## src/rtl/sfp_cage_monitor.sv

```systemverilog
module sfp_cage_monitor #(
  parameter int         SYNC_STAGES  = 2,
  parameter logic [2:0] RESET_LEVELS = 3'b101
) (
  input  logic       clk,
  input  logic       rst_n,
  input  logic       rx_loss_pin,
  input  logic       tx_fault_pin,
  input  logic       mod_absent_pin,
  input  logic       rd_strobe,
  output logic [5:0] status,
  output logic       irq
);

  localparam int NSIG = 3;

  logic [NSIG-1:0] raw;
  logic [NSIG-1:0] sync_q [SYNC_STAGES];
  logic [NSIG-1:0] level;
  logic [NSIG-1:0] prev_q;
  logic [NSIG-1:0] chg;
  logic [NSIG-1:0] flag_q;

  assign raw = {mod_absent_pin, tx_fault_pin, rx_loss_pin};

  always_ff @(posedge clk or negedge rst_n) begin
    if (!rst_n) sync_q[0] <= RESET_LEVELS;
    else        sync_q[0] <= raw;
  end

  for (genvar s = 1; s < SYNC_STAGES; s++) begin : g_sync
    always_ff @(posedge clk or negedge rst_n) begin
      if (!rst_n) sync_q[s] <= RESET_LEVELS;
      else        sync_q[s] <= sync_q[s-1];
    end
  end

  assign level = sync_q[SYNC_STAGES-1];

  always_ff @(posedge clk or negedge rst_n) begin
    if (!rst_n) prev_q <= RESET_LEVELS;
    else        prev_q <= level;
  end

  assign chg = level ^ prev_q;

  always_ff @(posedge clk or negedge rst_n) begin
    if (!rst_n)         flag_q <= '0;
    else if (rd_strobe) flag_q <= chg;
    else                flag_q <= flag_q | chg;
  end

  assign status = {flag_q, level};
  assign irq    = |flag_q;

  AST_EDGE_SETS: assert property (@(posedge clk) disable iff (!rst_n)
    (chg != '0) |=> ((status[5:3] & $past(chg)) == $past(chg)));

  AST_READ_CLEARS: assert property (@(posedge clk) disable iff (!rst_n)
    rd_strobe |=> ((status[5:3] & ~$past(chg)) == '0));

  AST_EDGE_BEATS_READ: assert property (@(posedge clk) disable iff (!rst_n)
    (rd_strobe && chg != '0) |=> ((status[5:3] & $past(chg)) != '0));

  AST_FLAG_STICKY: assert property (@(posedge clk) disable iff (!rst_n)
    !rd_strobe |=> ((status[5:3] & $past(status[5:3])) == $past(status[5:3])));

  AST_IRQ_FOLLOWS: assert property (@(posedge clk) disable iff (!rst_n)
    $rose(irq) |-> ($past(chg) != '0));

  AST_NO_EDGE_QUIET: assert property (@(posedge clk) disable iff (!rst_n)
    (chg == '0 && !rd_strobe) |=> $stable(status[5:3]));

endmodule

```

## config.mk

```make
export PLATFORM = sky130hd
export DESIGN_NAME = sfp_cage_monitor
export DESIGN_NICKNAME = d
export VERILOG_FILES = /design/src/rtl/sfp_cage_monitor.sv
export SDC_FILE = /design/constraint.sdc
export NUM_CORES = 1
export LEC_CHECK = 0
export ABC_AREA = 1
export BUFFER_PORTS_ARGS = -buffer_cell sky130_fd_sc_hd__buf_2
export CAP_MARGIN = 25
export CORE_AREA = 4 4 46 48
export DETAILED_ROUTE_END_ITERATION = 16
export DIE_AREA = 0 0 50 52
export GPL_ROUTABILITY_DRIVEN = 0
export SYNTH_ARGS = -nofsm -noshare
export SYNTH_HDL_FRONTEND = slang
export SYNTH_SLANG_ARGS = --single-unit
export TNS_END_PERCENT = 10
```

## constraint.sdc

```tcl
create_clock -name clk -period 1 [get_ports clk]
set_input_delay 0 -clock clk [delete_from_list [all_inputs] [get_ports clk]]
set_output_delay 0 -clock clk [all_outputs]
set_load 0.01 [all_outputs]
```

==> metrics.cfg, run 1 <==
[status]
status=finished, final reports clean

[drt]
totalWireLength_um=619
top_layer_used=met3
first_pass_iters=1
dr_wl_met3_um=65
post_drt_wl_per_cell_um=7.74
via_count=267
drtAntennaViolNets=0
viasPerCell=3.34
drt_iter0_drc=0
met2RoutedLength_um=229
drcViolationCount=0
wl_met1_um=323

[place]
io_buffers=12
place_ws_ns=0.194
hpwl_um=436
post_dp_cell_area_sq_um=485

[logic_synthesis]
syn_area_per_cell_sq_um=11.3
synth-seq-cells=12
synth_area_leader_cell=dfstp_2
async_reset_ff_share_pct=100
synth_edf_count=0
synth_common_cells=10 x nand2_1, 7 x inv_1, 6 x dfrtp_1, 6 x dfstp_2
synth_area_leaders=dfstp_2 38%, dfrtp_1 36%, nand2_1 9.0%
syn_inst=37
synth_ff_type=dfstp_2
netlist_area_sq_um=417
yosys_warnings=0
syn_nets=43
yosys.cell_types.count=8
synth_top_area_share_pct=37.8
synth_most_common_cell=nand2_1
yosysSeqAreaShare_pct=73.9

[sta]
worst_slack_ns=0.0506
rsz0062_at_grt=false
maxSlewHeadroom_pct=83.0
finalHoldViolations=0
holdWs_ns=0.0130
final-setup-viol-count=0
finalClockSkew_ns=0.00174
worst_pin_slew_ns=0.256
finalCriticalPeriod_ns=0.949
max_freq_mhz=1050
post-route-period-util_pct=94.9
slew_violations=0
fin_tns_setup_ns=0

[worst_hold_path]
hp-start=rd_strobe
min_path_type=in -> reg

[grt]
overflow=0
antenna_found_initial=0
grt_pass1_vias=249
grt.total_usage_pct=5.52
grt_pass1_wl_mm=1.06
grt_start_max_net_pins=13

[final_layout]
fill_cells=180
syn_to_final_growth_pct=36.6
num_antenna_cells=0
nets=62
final_layout_size_suffix_gt1_share_pct=43.6
design_area_sq_um=569

[critical_path]
critical_path_class=reg -> out
crit_arrival_ns=0.95
worstReg2RegStart=level[0]$_DFF_PN1_
cp.required_ns=1.00
worst-path-buf-inv=1
cpLargestDelayFamily=flip-flops
critPathMaxStageDelay_ns=0.55
start_kind=flip-flop
path_cells=buf_2
crit_path_max_fanout=4
critPathSlowestCell=dfstp_2
startpoint=level[0]$_DFF_PN1_
worst_setup_path_end_kind=output port

[cts]
cts_buffers=3
ctsRootBufferMaster=clkbuf_4
clock_sinks=12
h-tree-depth=1
cts_max_path_buffers=2
path_clk_slew_ns=0.07
clk_latency_ns=0.26
cts_tree=built

[power]
p_leak_uw=0.000293
switchingPower_uw=210
power_frac_seq_pct=54.2
peakVddDrop_v=0.00104
power_uw=1000
p_per_area_nw_per_um2=1760
p_sw_share_pct=20.9
intPower_uw=793
pwr-share-clk_pct=36.6
power_frac_comb_pct=9.2

[run]
drv_cap=0

[die]
row_count=15
die_x_um=50
die_y_um=52
die-area_sq_um=2600
core_sq_um=1710
initial_core_util_pct=24.4
io_pins=13

-- cell usage in the layout, fill, tap and decap left out --
cell type / n
buf_2: 12
buf_4: 1
clkbuf_4: 3
clkbuf_8: 1
dfrtp_1: 6
dfstp_2: 6
dlygate4sd3_1: 4
inv_1: 7
inv_2: 1
nand2_1: 10
nand3_1: 3
nor2_1: 1
-- metrics by stage --
step	instances	util [%]
after floorplan	37	-
after global placement	71	28.4
after detailed placement	71	28.4
after CTS	79	32.9
after global routing	80	33.3
final	80	33.3
-- what timing repair did --
action                                  CTS  global route
endpoints found under the setup margin    0             1
gates resized for setup                   0             0
hold buffers                              4             0
buffers inserted                          0             1
hold endpoints to repair                 15             0
-- registers in the layout (all words and copies together), names as in the netlist --
| signal | cells |
|---|---|
| prev_q | 3 |
| sync_q | 3 |
| level | 3 |
| flag_q | 3 |
-- power groups by stage --
stage | combinational, uW | sequential [uW] | clock (uW)
final | 92.7 | 544 | 367
after global routing | 105 | 549 | 416
after CTS | 87.6 | 545 | 387
after detailed placement | 75.4 | 553 | 0
after global placement | 75.1 | 551 | 0
after floorplan | 36.3 | 556 | 0
-- worst register-to-register path, stage by stage, from the launching register on --
cell and delay [ns]:
dfstp_2 0.55, inv_1 0.04, nand2_1 0.05, nand3_1 0.05
-- cells by family (layout without fill, tap and decap cells) --
| kind of cell | Yosys count | in the layout | share of synthesized area, % |
|---|---|---|---|
| buf+inv | 11 | 29 | 12.6 |
| flops | 12 | 12 | 73.9 |
| simple gates | 14 | 14 | 13.5 |
-- layout make-up --
class / count / area [sq um] / area share (%)
multi-input combinational: 14 / 56.3 / 9.89
inverter: 8 / 30.0 / 5.27
timing repair buffer: 17 / 108 / 18.9
tap: 25 / 31.3 / 5.49
sequential: 12 / 308 / 54.1
clock buffer: 4 / 36.3 / 6.37
-- metal layers --
layer	up-vias	GRT usage [%]
li1	142	-
met1	112	7.13
met2	13	7.61
met3	0	4.30
met4	0	0
met5	-	0
-- path summary, 6_finish.rpt --
kind | end | slack, ns | cells past startpoint
max reg2reg | flag_q[0]$_DFF_PN0_ | 0.19 | 3
min reg2reg | level[2]$_DFF_PN1_ | 0.36 | 0
max in group asynchronous | level[0]$_DFF_PN1_ | 0.61 | 2
min in group asynchronous | flag_q[0]$_DFF_PN0_ | 0.13 | 2
max | status[0] | 0.05 | 1
min | flag_q[2]$_DFF_PN0_ | 0.01 | 4
No activity file was read; power rests on OpenSTA's default activity.
==> inputs of run 2 (changes only) <==
--- a/config.mk
+++ b/config.mk
@@ -12,6 +12,7 @@
 export DETAILED_ROUTE_END_ITERATION = 16
 export DIE_AREA = 0 0 50 52
 export GPL_ROUTABILITY_DRIVEN = 0
+export RECOVER_POWER = 100
 export SYNTH_ARGS = -nofsm -noshare
 export SYNTH_HDL_FRONTEND = slang
 export SYNTH_SLANG_ARGS = --single-unit
==> run 2 against run 1 <==
  * Largest cell class unchanged
  * Worst setup slack is essentially flat
  * Flip-flop and latch count unchanged
  * Wire length up 0.16%
  * Maximum frequency barely moved
  * Sequential power about the same
  * Clock skew about the same
  * Via count stayed put
  * Combinational power shrank 3.3%
  * Register-to-register slack about the same
  * Highest routed layer unchanged
  * Die area did not move
  * Clock-buffer cell count unchanged
  * Sequential share of layout area up 0.48 points
==> metrics.cfg, run 2 (same netlist as run 1, synthesis figures left out) <==
[status]
status=finished, final reports clean  ; unchanged

[die]
row_count=15  ; unchanged
die-area_sq_um=2600  ; unchanged
io_pins=13  ; unchanged
core_sq_um=1710  ; unchanged
die_y_um=52  ; unchanged
initial_core_util_pct=24.4  ; unchanged
die_x_um=50  ; unchanged

[sta]
worst_pin_slew_ns=0.614  ; was 0.256 ns
post-route-period-util_pct=94.9  ; about the same
worst_slack_ns=0.0510  ; was 0.0506 ns
finalCriticalPeriod_ns=0.949  ; about the same
finalClockSkew_ns=0.00204  ; was 0.00174 ns
final-setup-viol-count=0  ; unchanged
fin_tns_setup_ns=0  ; unchanged
finalHoldViolations=0  ; unchanged
slew_violations=0  ; unchanged
holdWs_ns=0.0131  ; was 0.0130 ns
maxSlewHeadroom_pct=59.1  ; was 83.0%
max_freq_mhz=1050  ; about the same
rsz0062_at_grt=false  ; unchanged

[cts]
clk_latency_ns=0.26  ; about the same
path_clk_slew_ns=0.07  ; about the same
cts.repair.resized=0  ; unchanged
ctsRootBufferMaster=clkbuf_4  ; unchanged
clock_sinks=12  ; unchanged
cts_tree=built  ; unchanged
h-tree-depth=1  ; unchanged
cts_buffers=3  ; unchanged
cts_max_path_buffers=2  ; unchanged

[critical_path]
reg2reg_to=flag_q[0]$_DFF_PN0_  ; unchanged
worst-path-buf-inv=1  ; unchanged
rrSetupSlack_ns=0.20  ; was 0.19 ns
critical_path_class=reg -> out  ; unchanged
crit_path_max_fanout=4  ; unchanged
path_cells=buf_2  ; unchanged
worst_setup_path_end_kind=output port  ; unchanged
ff2ff_path_depth=3  ; unchanged
critPathSlowestCell=dfstp_2  ; unchanged
crit_arrival_ns=0.95  ; about the same
cp.required_ns=1.00  ; about the same
worstReg2RegStart=level[0]$_DFF_PN1_  ; unchanged
start_kind=flip-flop  ; unchanged
critPathMaxStageDelay_ns=0.55  ; about the same
cpLargestDelayFamily=flip-flops  ; unchanged

[final_layout]
postLayoutCoreUtil_pct=33.0  ; was 33.3%
final_cell_mix=10 x nand2_1, 8 x buf_2, 7 x inv_1, 6 x dfrtp_1, 6 x dfstp_2  ; was 12 x buf_2, 10 x nand2_1, 7 x inv_1, 6 x dfrtp_1, 6 x dfstp_2
final_layout_size_suffix_gt1_share_pct=36.4  ; was 43.6%
nets=62  ; unchanged
layout_commonest_cell=nand2_1  ; was buf_2
syn_to_final_growth_pct=35.4  ; was 36.6%
num_antenna_cells=0  ; unchanged
fill_cells=182  ; was 180

[grt]
grt_pass1_wl_mm=1.06  ; unchanged
grt.total_usage_pct=5.52  ; unchanged
antenna_found_initial=0  ; unchanged
grt_start_max_net_pins=13  ; unchanged
overflow=0  ; unchanged
grt_pass1_vias=249  ; unchanged

[worst_hold_path]
holdPathEnd=flag_q[2]$_DFF_PN0_  ; unchanged
min_path_type=in -> reg  ; unchanged
hp-start=rd_strobe  ; unchanged
holdPathStages=4  ; unchanged

[power]
p_leak_uw=0.000282  ; was 0.000293 uW
p_per_area_nw_per_um2=1770  ; was 1760 nW/um^2
peakVddDrop_v=0.00104  ; about the same

[drt]
drtAntennaViolNets=0  ; unchanged
drcViolationCount=0  ; unchanged
viasPerCell=3.34  ; unchanged
totalWireLength_um=620  ; was 619 um
via_count=267  ; unchanged
drt_iter0_drc=0  ; unchanged
first_pass_iters=1  ; unchanged
post_drt_wl_per_cell_um=7.75  ; was 7.74 um

[place]
place_ws_ns=0.194  ; unchanged
io_buffers=12  ; unchanged
hpwl_um=436  ; unchanged

[run]
drv_cap=0  ; unchanged

-- run 2: cell types whose count changed in the layout (fill, tap and decap cells not counted) --
cell,before,now
clkbuf_1,0,4
buf_2,12,8
-- run 2: routing by layer --
metal	global-route usage [%]	up-vias	part of all wire [%]
met5	0	-	0
li1	-	142	-
met4	0	0	0
met2	7.61	13	37
met1	7.13	112	52
met3	4.30	0	11
-- run 2: repair_timing --
action / CTS / global route
hold buffers: 4 / 0
setup endpoints to repair: 0 / 1
setup buffers: 0 / 1
endpoints found under the hold margin: 15 / 0
-- run 2: stage by stage --
step	power [uW]	cell area, sq um	cells
finish	999	564	80
global route	1070	564	80
CTS	1020	562	79
detailed placement	629	485	71
global placement	626	485	71
floorplan	592	417	37
-- run 2: power by group --
group / internal (uW) / switching, uW
Sequential: 526 / 18.2
Combinational: 43.3 / 46.3
Clock: 221 / 145
-- run 2: worst max-delay path by stage --
stage | depth (start not counted) | startpoint | end | slack, ns
floorplan | 3 | level[0]$_DFF_PN1_ | flag_q[0]$_DFF_PN0_ | 0.23
global placement | 3 | level[0]$_DFF_PN1_ | flag_q[0]$_DFF_PN0_ | 0.22
detailed placement | 3 | level[2]$_DFF_PN1_ | flag_q[2]$_DFF_PN0_ | 0.19
CTS | 1 | level[0]$_DFF_PN1_ | status[0] | 0.03
global route | 1 | level[0]$_DFF_PN1_ | status[0] | 0.002
finish | 1 | level[0]$_DFF_PN1_ | status[0] | 0.05
-- run 2: area by class of cell --
type / instances / area, sq um / area share, %
Tap cell: 25 / 31.3 / 5.54
Timing Repair Buffer: 17 / 103 / 18.2
Multi-Input combinational cell: 14 / 56.3 / 9.98
Inverter: 8 / 30.0 / 5.32
Clock buffer: 4 / 36.3 / 6.43
Sequential cell: 12 / 308 / 54.5
-- run 2: tightest hold or removal path, delay by kind of cell --
family / cells / cell delay (ns)
buf+inv: 2 / 0.11
simple gates: 2 / 0.12
